### src/rtl/irq_agg_pkg.sv
package irq_agg_pkg;
  localparam int NSRC   = 13;
  localparam int DATA_W = 32;
  localparam int ADDR_W = 16;
  localparam int LVL_W  = 3;
  localparam int VEC_W  = 8;

  localparam logic [LVL_W-1:0] LVL_NONE = 3'd0;
  localparam logic [LVL_W-1:0] LVL_LO   = 3'd3;
  localparam logic [LVL_W-1:0] LVL_MID  = 3'd5;
  localparam logic [LVL_W-1:0] LVL_HI   = 3'd6;

  // pending-bit position owned by source i
  function automatic int src_bit(input int i);
    case (i)
      0:  return 7;
      1:  return 3;
      2:  return 2;
      3:  return 9;
      4:  return 10;
      5:  return 12;
      6:  return 5;
      7:  return 17;
      8:  return 28;
      9:  return 27;
      10: return 26;
      11: return 23;
      default: return 21;
    endcase
  endfunction

  // priority group of source i
  function automatic logic [LVL_W-1:0] src_level(input int i);
    if (i < 7)       return LVL_LO;
    else if (i == 7) return LVL_MID;
    else             return LVL_HI;
  endfunction

  // place source levels onto their pending bits
  function automatic logic [DATA_W-1:0] scatter(input logic [NSRC-1:0] s);
    logic [DATA_W-1:0] r;
    r = '0;
    for (int i = 0; i < NSRC; i++)
      if (s[i]) r[src_bit(i)] = 1'b1;
    return r;
  endfunction

  // all pending bits that belong to one group
  function automatic logic [DATA_W-1:0] group_mask(input logic [LVL_W-1:0] lvl);
    logic [DATA_W-1:0] r;
    r = '0;
    for (int i = 0; i < NSRC; i++)
      if (src_level(i) == lvl) r[src_bit(i)] = 1'b1;
    return r;
  endfunction

  function automatic logic [VEC_W-1:0] level_vector(input logic [LVL_W-1:0] lvl);
    case (lvl)
      LVL_LO:  return 8'd27;
      LVL_MID: return 8'd29;
      LVL_HI:  return 8'd30;
      default: return 8'd0;
    endcase
  endfunction
endpackage

### src/rtl/irq_stat_reg.sv
module irq_stat_reg
  import irq_agg_pkg::*;
(
  input  logic              clk,
  input  logic              rst_n,
  input  logic [NSRC-1:0]   src,
  input  logic              load,
  input  logic [DATA_W-1:0] load_data,
  output logic [DATA_W-1:0] src_vec,
  output logic [DATA_W-1:0] status
);
  localparam logic [DATA_W-1:0] OWNED = scatter({NSRC{1'b1}});

  assign src_vec = scatter(src);

  always_ff @(posedge clk) begin
    if (!rst_n)    status <= '0;
    else if (load) status <= load_data;
    else           status <= (status & ~OWNED) | src_vec;
  end
endmodule

### src/rtl/irq_cfg_reg.sv
module irq_cfg_reg
  import irq_agg_pkg::*;
(
  input  logic              clk,
  input  logic              rst_n,
  input  logic              load,
  input  logic [DATA_W-1:0] load_data,
  output logic [DATA_W-1:0] value
);
  always_ff @(posedge clk) begin
    if (!rst_n)    value <= '0;
    else if (load) value <= load_data;
  end
endmodule

### src/rtl/irq_level_resolve.sv
module irq_level_resolve
  import irq_agg_pkg::*;
(
  input  logic [DATA_W-1:0] status,
  input  logic [DATA_W-1:0] mask,
  output logic              pend_hi,
  output logic              pend_mid,
  output logic              pend_lo,
  output logic [LVL_W-1:0]  level,
  output logic [VEC_W-1:0]  vector
);
  localparam logic [DATA_W-1:0] M_HI  = group_mask(LVL_HI);
  localparam logic [DATA_W-1:0] M_MID = group_mask(LVL_MID);
  localparam logic [DATA_W-1:0] M_LO  = group_mask(LVL_LO);

  logic [DATA_W-1:0] enabled;
  assign enabled  = status & mask;
  assign pend_hi  = |(enabled & M_HI);
  assign pend_mid = |(enabled & M_MID);
  assign pend_lo  = |(enabled & M_LO);

  always_comb begin
    if (pend_hi)       level = LVL_HI;
    else if (pend_mid) level = LVL_MID;
    else if (pend_lo)  level = LVL_LO;
    else               level = LVL_NONE;
  end

  assign vector = level_vector(level);
endmodule

### src/rtl/irq_level_agg.sv
module irq_level_agg
  import irq_agg_pkg::*;
#(
  parameter logic [ADDR_W-1:0] STAT_OFS = 16'h7000,
  parameter logic [ADDR_W-1:0] MASK_OFS = 16'h7800
) (
  input  logic              clk,
  input  logic              rst_n,
  input  logic [NSRC-1:0]   src_i,
  input  logic              wr_en_i,
  input  logic [ADDR_W-1:0] wr_addr_i,
  input  logic [DATA_W-1:0] wr_data_i,
  input  logic [ADDR_W-1:0] rd_addr_i,
  output logic [DATA_W-1:0] rd_data_o,
  output logic [LVL_W-1:0]  level_o,
  output logic [VEC_W-1:0]  vector_o
);
  logic              wr_stat, wr_mask;
  logic [DATA_W-1:0] status_q, mask_q, src_vec;
  logic              pend_hi, pend_mid, pend_lo;

  assign wr_stat = wr_en_i && (wr_addr_i == STAT_OFS);
  assign wr_mask = wr_en_i && (wr_addr_i == MASK_OFS);

  irq_stat_reg u_stat (
    .clk(clk), .rst_n(rst_n), .src(src_i), .load(wr_stat),
    .load_data(wr_data_i), .src_vec(src_vec), .status(status_q)
  );

  irq_cfg_reg u_mask (
    .clk(clk), .rst_n(rst_n), .load(wr_mask),
    .load_data(wr_data_i), .value(mask_q)
  );

  irq_level_resolve u_res (
    .status(status_q), .mask(mask_q), .pend_hi(pend_hi),
    .pend_mid(pend_mid), .pend_lo(pend_lo), .level(level_o), .vector(vector_o)
  );

  always_comb begin
    if (rd_addr_i == STAT_OFS)      rd_data_o = status_q;
    else if (rd_addr_i == MASK_OFS) rd_data_o = mask_q;
    else                            rd_data_o = '0;
  end
endmodule

### config.mk
export PLATFORM = sky130hd
export DESIGN_NAME = irq_level_agg
export DESIGN_NICKNAME = d
export VERILOG_FILES = /design/src/rtl/irq_agg_pkg.sv /design/src/rtl/irq_stat_reg.sv /design/src/rtl/irq_cfg_reg.sv /design/src/rtl/irq_level_resolve.sv /design/src/rtl/irq_level_agg.sv
export SDC_FILE = /design/constraint.sdc
export NUM_CORES = 1
export LEC_CHECK = 0
export CAP_MARGIN = 10
export CORE_UTILIZATION = 43
export DETAILED_ROUTE_END_ITERATION = 16
export HOLD_SLACK_MARGIN = 0.08
export PLACE_DENSITY_LB_ADDON = 0.25
export RECOVER_POWER = 100
export SLEW_MARGIN = 20
export SYNTH_ARGS = -nofsm -noshare
export SYNTH_HDL_FRONTEND = slang
export SYNTH_SLANG_ARGS = --single-unit
### constraint.sdc
create_clock -name clk -period 2.4 [get_ports clk]
set_clock_uncertainty 0.1 [all_clocks]
set_input_delay 0.48 -clock clk [delete_from_list [all_inputs] [get_ports clk]]
set_output_delay 0.48 -clock clk [all_outputs]
set_load 0.1 [all_outputs]
==> results.json <==
{
  "worst_slack_ns": -0.128,
  "grt_start_max_net_pins": 97,
  "critical-path-slowest-cell": "sky130_fd_sc_hd__nor4bb_4",
  "floorplan.io_pins": 123,
  "i_o_buffers": 119,
  "post_synth_instance_area_sq_mm": 0.00300,
  "clk-insertion-delay-late_ns": 0.32,
  "cp.buffers_inverters": 5,
  "final.period_utilization_pct": 105,
  "cp_data_required_time_ns": 1.82,
  "floorplan.die_area_sq_mm": 0.00731,
  "rsz0062_at_grt": "yes",
  "synth_largest_area_cell": "sky130_fd_sc_hd__dfxtp_1",
  "p_per_area_mw_per_mm2": 413,
  "max_cap_violations": 0,
  "synth_cells": 318,
  "detailedPlace.worstSlack_ns": -0.475,
  "tritoncts_clock_tree": "done",
  "dr_total_vias": 2840,
  "clock_tree.root_cell": "sky130_fd_sc_hd__clkbuf_8",
  "dominant_synthesized_flop_cell": "sky130_fd_sc_hd__dfxtp_1",
  "path_clk_slew_ns": 0.07,
  "gr-usage-met3_pct": 5.93,
  "floorplan.die.width_um": 85.5,
  "drc_errors": 0,
  "critical_path.reg2reg.endpoint": "u_mask.value[26]",
  "finalMaxSlewViolations": 0,
  "final_antenna_diode_count": 0,
  "antenna_found_initial": 0,
  "power.static_leakage_uw": 0.00241,
  "grt_pass1_wl_mm": 15.1,
  "postRouteWirelength_mm": 9.47,
  "tightest_slew_ns": 0.631,
  "outcome": "finished, violations left",
  "count_of_flip_flops_with_a_built_in_enable_after_synthesis": 0,
  "place_hpwl_mm": 5.76,
  "clockBufferDepth": 2,
  "synthTopCellsByCount": "sky130_fd_sc_hd__nand2_1 (102), sky130_fd_sc_hd__dfxtp_1 (64), sky130_fd_sc_hd__mux2i_1 (64)",
  "number_of_failing_setup_endpoints_in_the_final_timing_report": 34,
  "timing.hold.worst_path_depth": 2,
  "drtAntennaViolNets": 0,
  "floorplan.initialDensity_pct": 44.4,
  "global_route.peak_usage_layer": "met2",
  "synth_most_common_cell": "sky130_fd_sc_hd__nand2_1",
  "cts_buffers": 9,
  "worstHoldEndpoint": "u_stat.status[15]",
  "worst-r2r-setup-slack_ns": 1.50,
  "post_synth_main_area_contributors": "sky130_fd_sc_hd__dfxtp_1 (43%), sky130_fd_sc_hd__mux2i_1 (21%), sky130_fd_sc_hd__nand2_1 (13%), sky130_fd_sc_hd__a22o_1 (9.4%), sky130_fd_sc_hd__buf_6 (2.3%)",
  "synthDistinctLibCells": 28,
  "violations": "setup timing",
  "filler_cell_count": 405,
  "final_layout_net_count": 524,
  "coreArea_sq_mm": 0.00676,
  "total_overflow_reported_by_the_global_router": 0,
  "ys_seq_elements": 64,
  "synth-warning-count": 0,
  "fmax_mhz": 396,
  "wire_length_per_cell_after_detailed_routing_um": 17.9,
  "worst_ep_arrival_time_ns": 1.95,
  "crit_path_cell_trace": "buf_6 > nor4bb_4 > nand4_1 > buf_4 > nor2_4 > buf_6 > buf_16 > a22o_4 > buf_12",
  "grt_use_met2_pct": 49.4,
  "regToRegStartpoint": "u_mask.value[26]",
  "grt_pass1_vias": 3030,
  "sinks_on_the_clock_net": 64,
  "cts_htree_levels": 3,
  "worst_hold_startpoint": "u_stat.status[15]",
  "dr.first_iter.drc_count": 146,
  "max-slew-margin-rel_pct": 57.9,
  "vdd_ir_drop_max_v": 0.000285,
  "rr_worst_depth": 2,
  "post_cts_hold_buffer_count": 0,
  "post_layout_utilization_of_the_core_pct": 79.8,
  "layout-drive-gt1-share_pct": 30.5,
  "start_kind": "input pin",
  "fp.dieH_um": 85.5,
  "fin_hold_viols": 0,
  "layout-area-overhead-vs-synth_pct": 79.8,
  "fp-row-count": 30,
  "path_depth": 9,
  "cp-end-kind": "output port",
  "via_per_inst": 5.37,
  "gr-usage-all-layers_pct": 27.1,
  "synth_seq_area_share_pct": 42.8,
  "hold_path_class": "register to register",
  "synthArstFlopShare_pct": 0,
  "synth_top_cell_area_share_pct": 42.8,
  "avgSynthCellArea_sq_um": 9.42,
  "cp_top_family": "buffers and inverters",
  "period_minus_slack_ns": 2.53,
  "critPathMostFrequentCell": "sky130_fd_sc_hd__buf_6",
  "slowest_delay_ns": 0.27,
  "gpl.final_weighted_congestion": 0.841,
  "worst-path-max-fanout": 5,
  "dr.pass1.iters": 4,
  "global_route.usage.met1_pct": 30.2,
  "crit_type": "input pin to output port"
}
registers in the layout, indices dropped and copies added, names as in the netlist:
signal         flops
u_mask.value      32
u_stat.status     32
worst min-delay path: cells and delay by family, from the launching register on:
family        cells  cell delay, ns
flops             1            0.32
simple gates      1            0.06
mux               1            0.05
routing by layer:
layer,up-vias,wire [um]
met2,105,5030
met4,0,322
met1,1361,3680
met5,-,0
met3,23,427
li1,1351,-
cell type report:
type / instances / area [sq um] / share of cell area (%)
clock buffers: 13 / 159 / 2.95
clock inverters: 3 / 40.0 / 0.743
inverters: 2 / 7.51 / 0.139
multi-input cells: 226 / 1920 / 35.6
flip-flops and latches: 64 / 1280 / 23.8
well taps: 80 / 100 / 1.86
repair buffers: 141 / 1880 / 34.9
stage by stage:
| stage | total power [uW] | setup TNS [ns] | hold WS [ns] | std cells | instance area (sq um) |
|---|---|---|---|---|---|
| after floorplan | 1180 | -0.956 | 0.335 | 320 | 3260 |
| after detailed placement | 1330 | -14.78 | 0.348 | 502 | 4950 |
| after global routing | 2310 | -6.33 | 0.394 | 529 | 5390 |
| after CTS | 2240 | -3.37 | 0.376 | 533 | 5460 |
| after global placement | 1320 | -13.61 | 0.347 | 502 | 4950 |
| final | 2230 | -3.18 | 0.372 | 529 | 5390 |
how the worst max path moves through the flow:
stage,from,endpoint,slack (ns)
detailed placement,rd_addr_i[9],rd_data_o[9],-0.48
global placement,rd_addr_i[9],rd_data_o[11],-0.46
floorplan,u_mask.value[10],level_o[1],-0.19
finish,rd_addr_i[8],rd_data_o[28],-0.13
global route,rd_addr_i[8],rd_data_o[26],-0.21
CTS,rd_addr_i[2],rd_data_o[27],-0.16
repair_timing:
item,in CTS,in global routing
pin swaps,9,21
resized for setup,68,20
gates cloned,5,0
buffers inserted,11,1
endpoints found under the setup margin,32,40
layout by cell type, fill, tap and decap left out, types with 2 or more instances in the layout:
cell type / instances
sky130_fd_sc_hd__a21boi_4: 2
sky130_fd_sc_hd__a222oi_1: 2
sky130_fd_sc_hd__a22o_4: 32
sky130_fd_sc_hd__a22oi_1: 2
sky130_fd_sc_hd__buf_12: 43
sky130_fd_sc_hd__buf_16: 3
sky130_fd_sc_hd__buf_2: 5
sky130_fd_sc_hd__buf_4: 5
sky130_fd_sc_hd__buf_6: 11
sky130_fd_sc_hd__buf_8: 4
sky130_fd_sc_hd__clkbuf_1: 2
sky130_fd_sc_hd__clkbuf_8: 11
sky130_fd_sc_hd__clkdlybuf4s15_1: 4
sky130_fd_sc_hd__clkdlybuf4s50_1: 63
sky130_fd_sc_hd__clkinv_2: 2
sky130_fd_sc_hd__conb_1: 3
sky130_fd_sc_hd__dfxtp_1: 62
sky130_fd_sc_hd__dfxtp_2: 2
sky130_fd_sc_hd__inv_1: 2
sky130_fd_sc_hd__mux2i_1: 64
sky130_fd_sc_hd__nand2_1: 102
sky130_fd_sc_hd__nor2_4: 2
sky130_fd_sc_hd__nor4_4: 2
sky130_fd_sc_hd__o21ai_1: 2
where the power goes:
group / total (uW) / leakage [uW] / internal (uW) / switching [uW]
clock network: 915 / 0.000103 / 534 / 381
registers: 1080 / 0.000520 / 1070 / 9.91
logic: 227 / 0.00179 / 131 / 96.0
total: 2230 / 0.00241 / 1740 / 487
cells by family (layout without fill, tap and decap cells):
kind of cell           after synthesis  in the layout  synth area share (%)
AO/OA/AOI/OAI                       40             40                  11.4
multiplexers                        64             64                  21.4
flip-flops                          64             64                  42.8
AND/OR/NAND/NOR                    119            119                  18.6
buffers and inverters               30            159                  5.76
other                                1              3                 0.125
No activity file was read; power rests on OpenSTA's default activity.
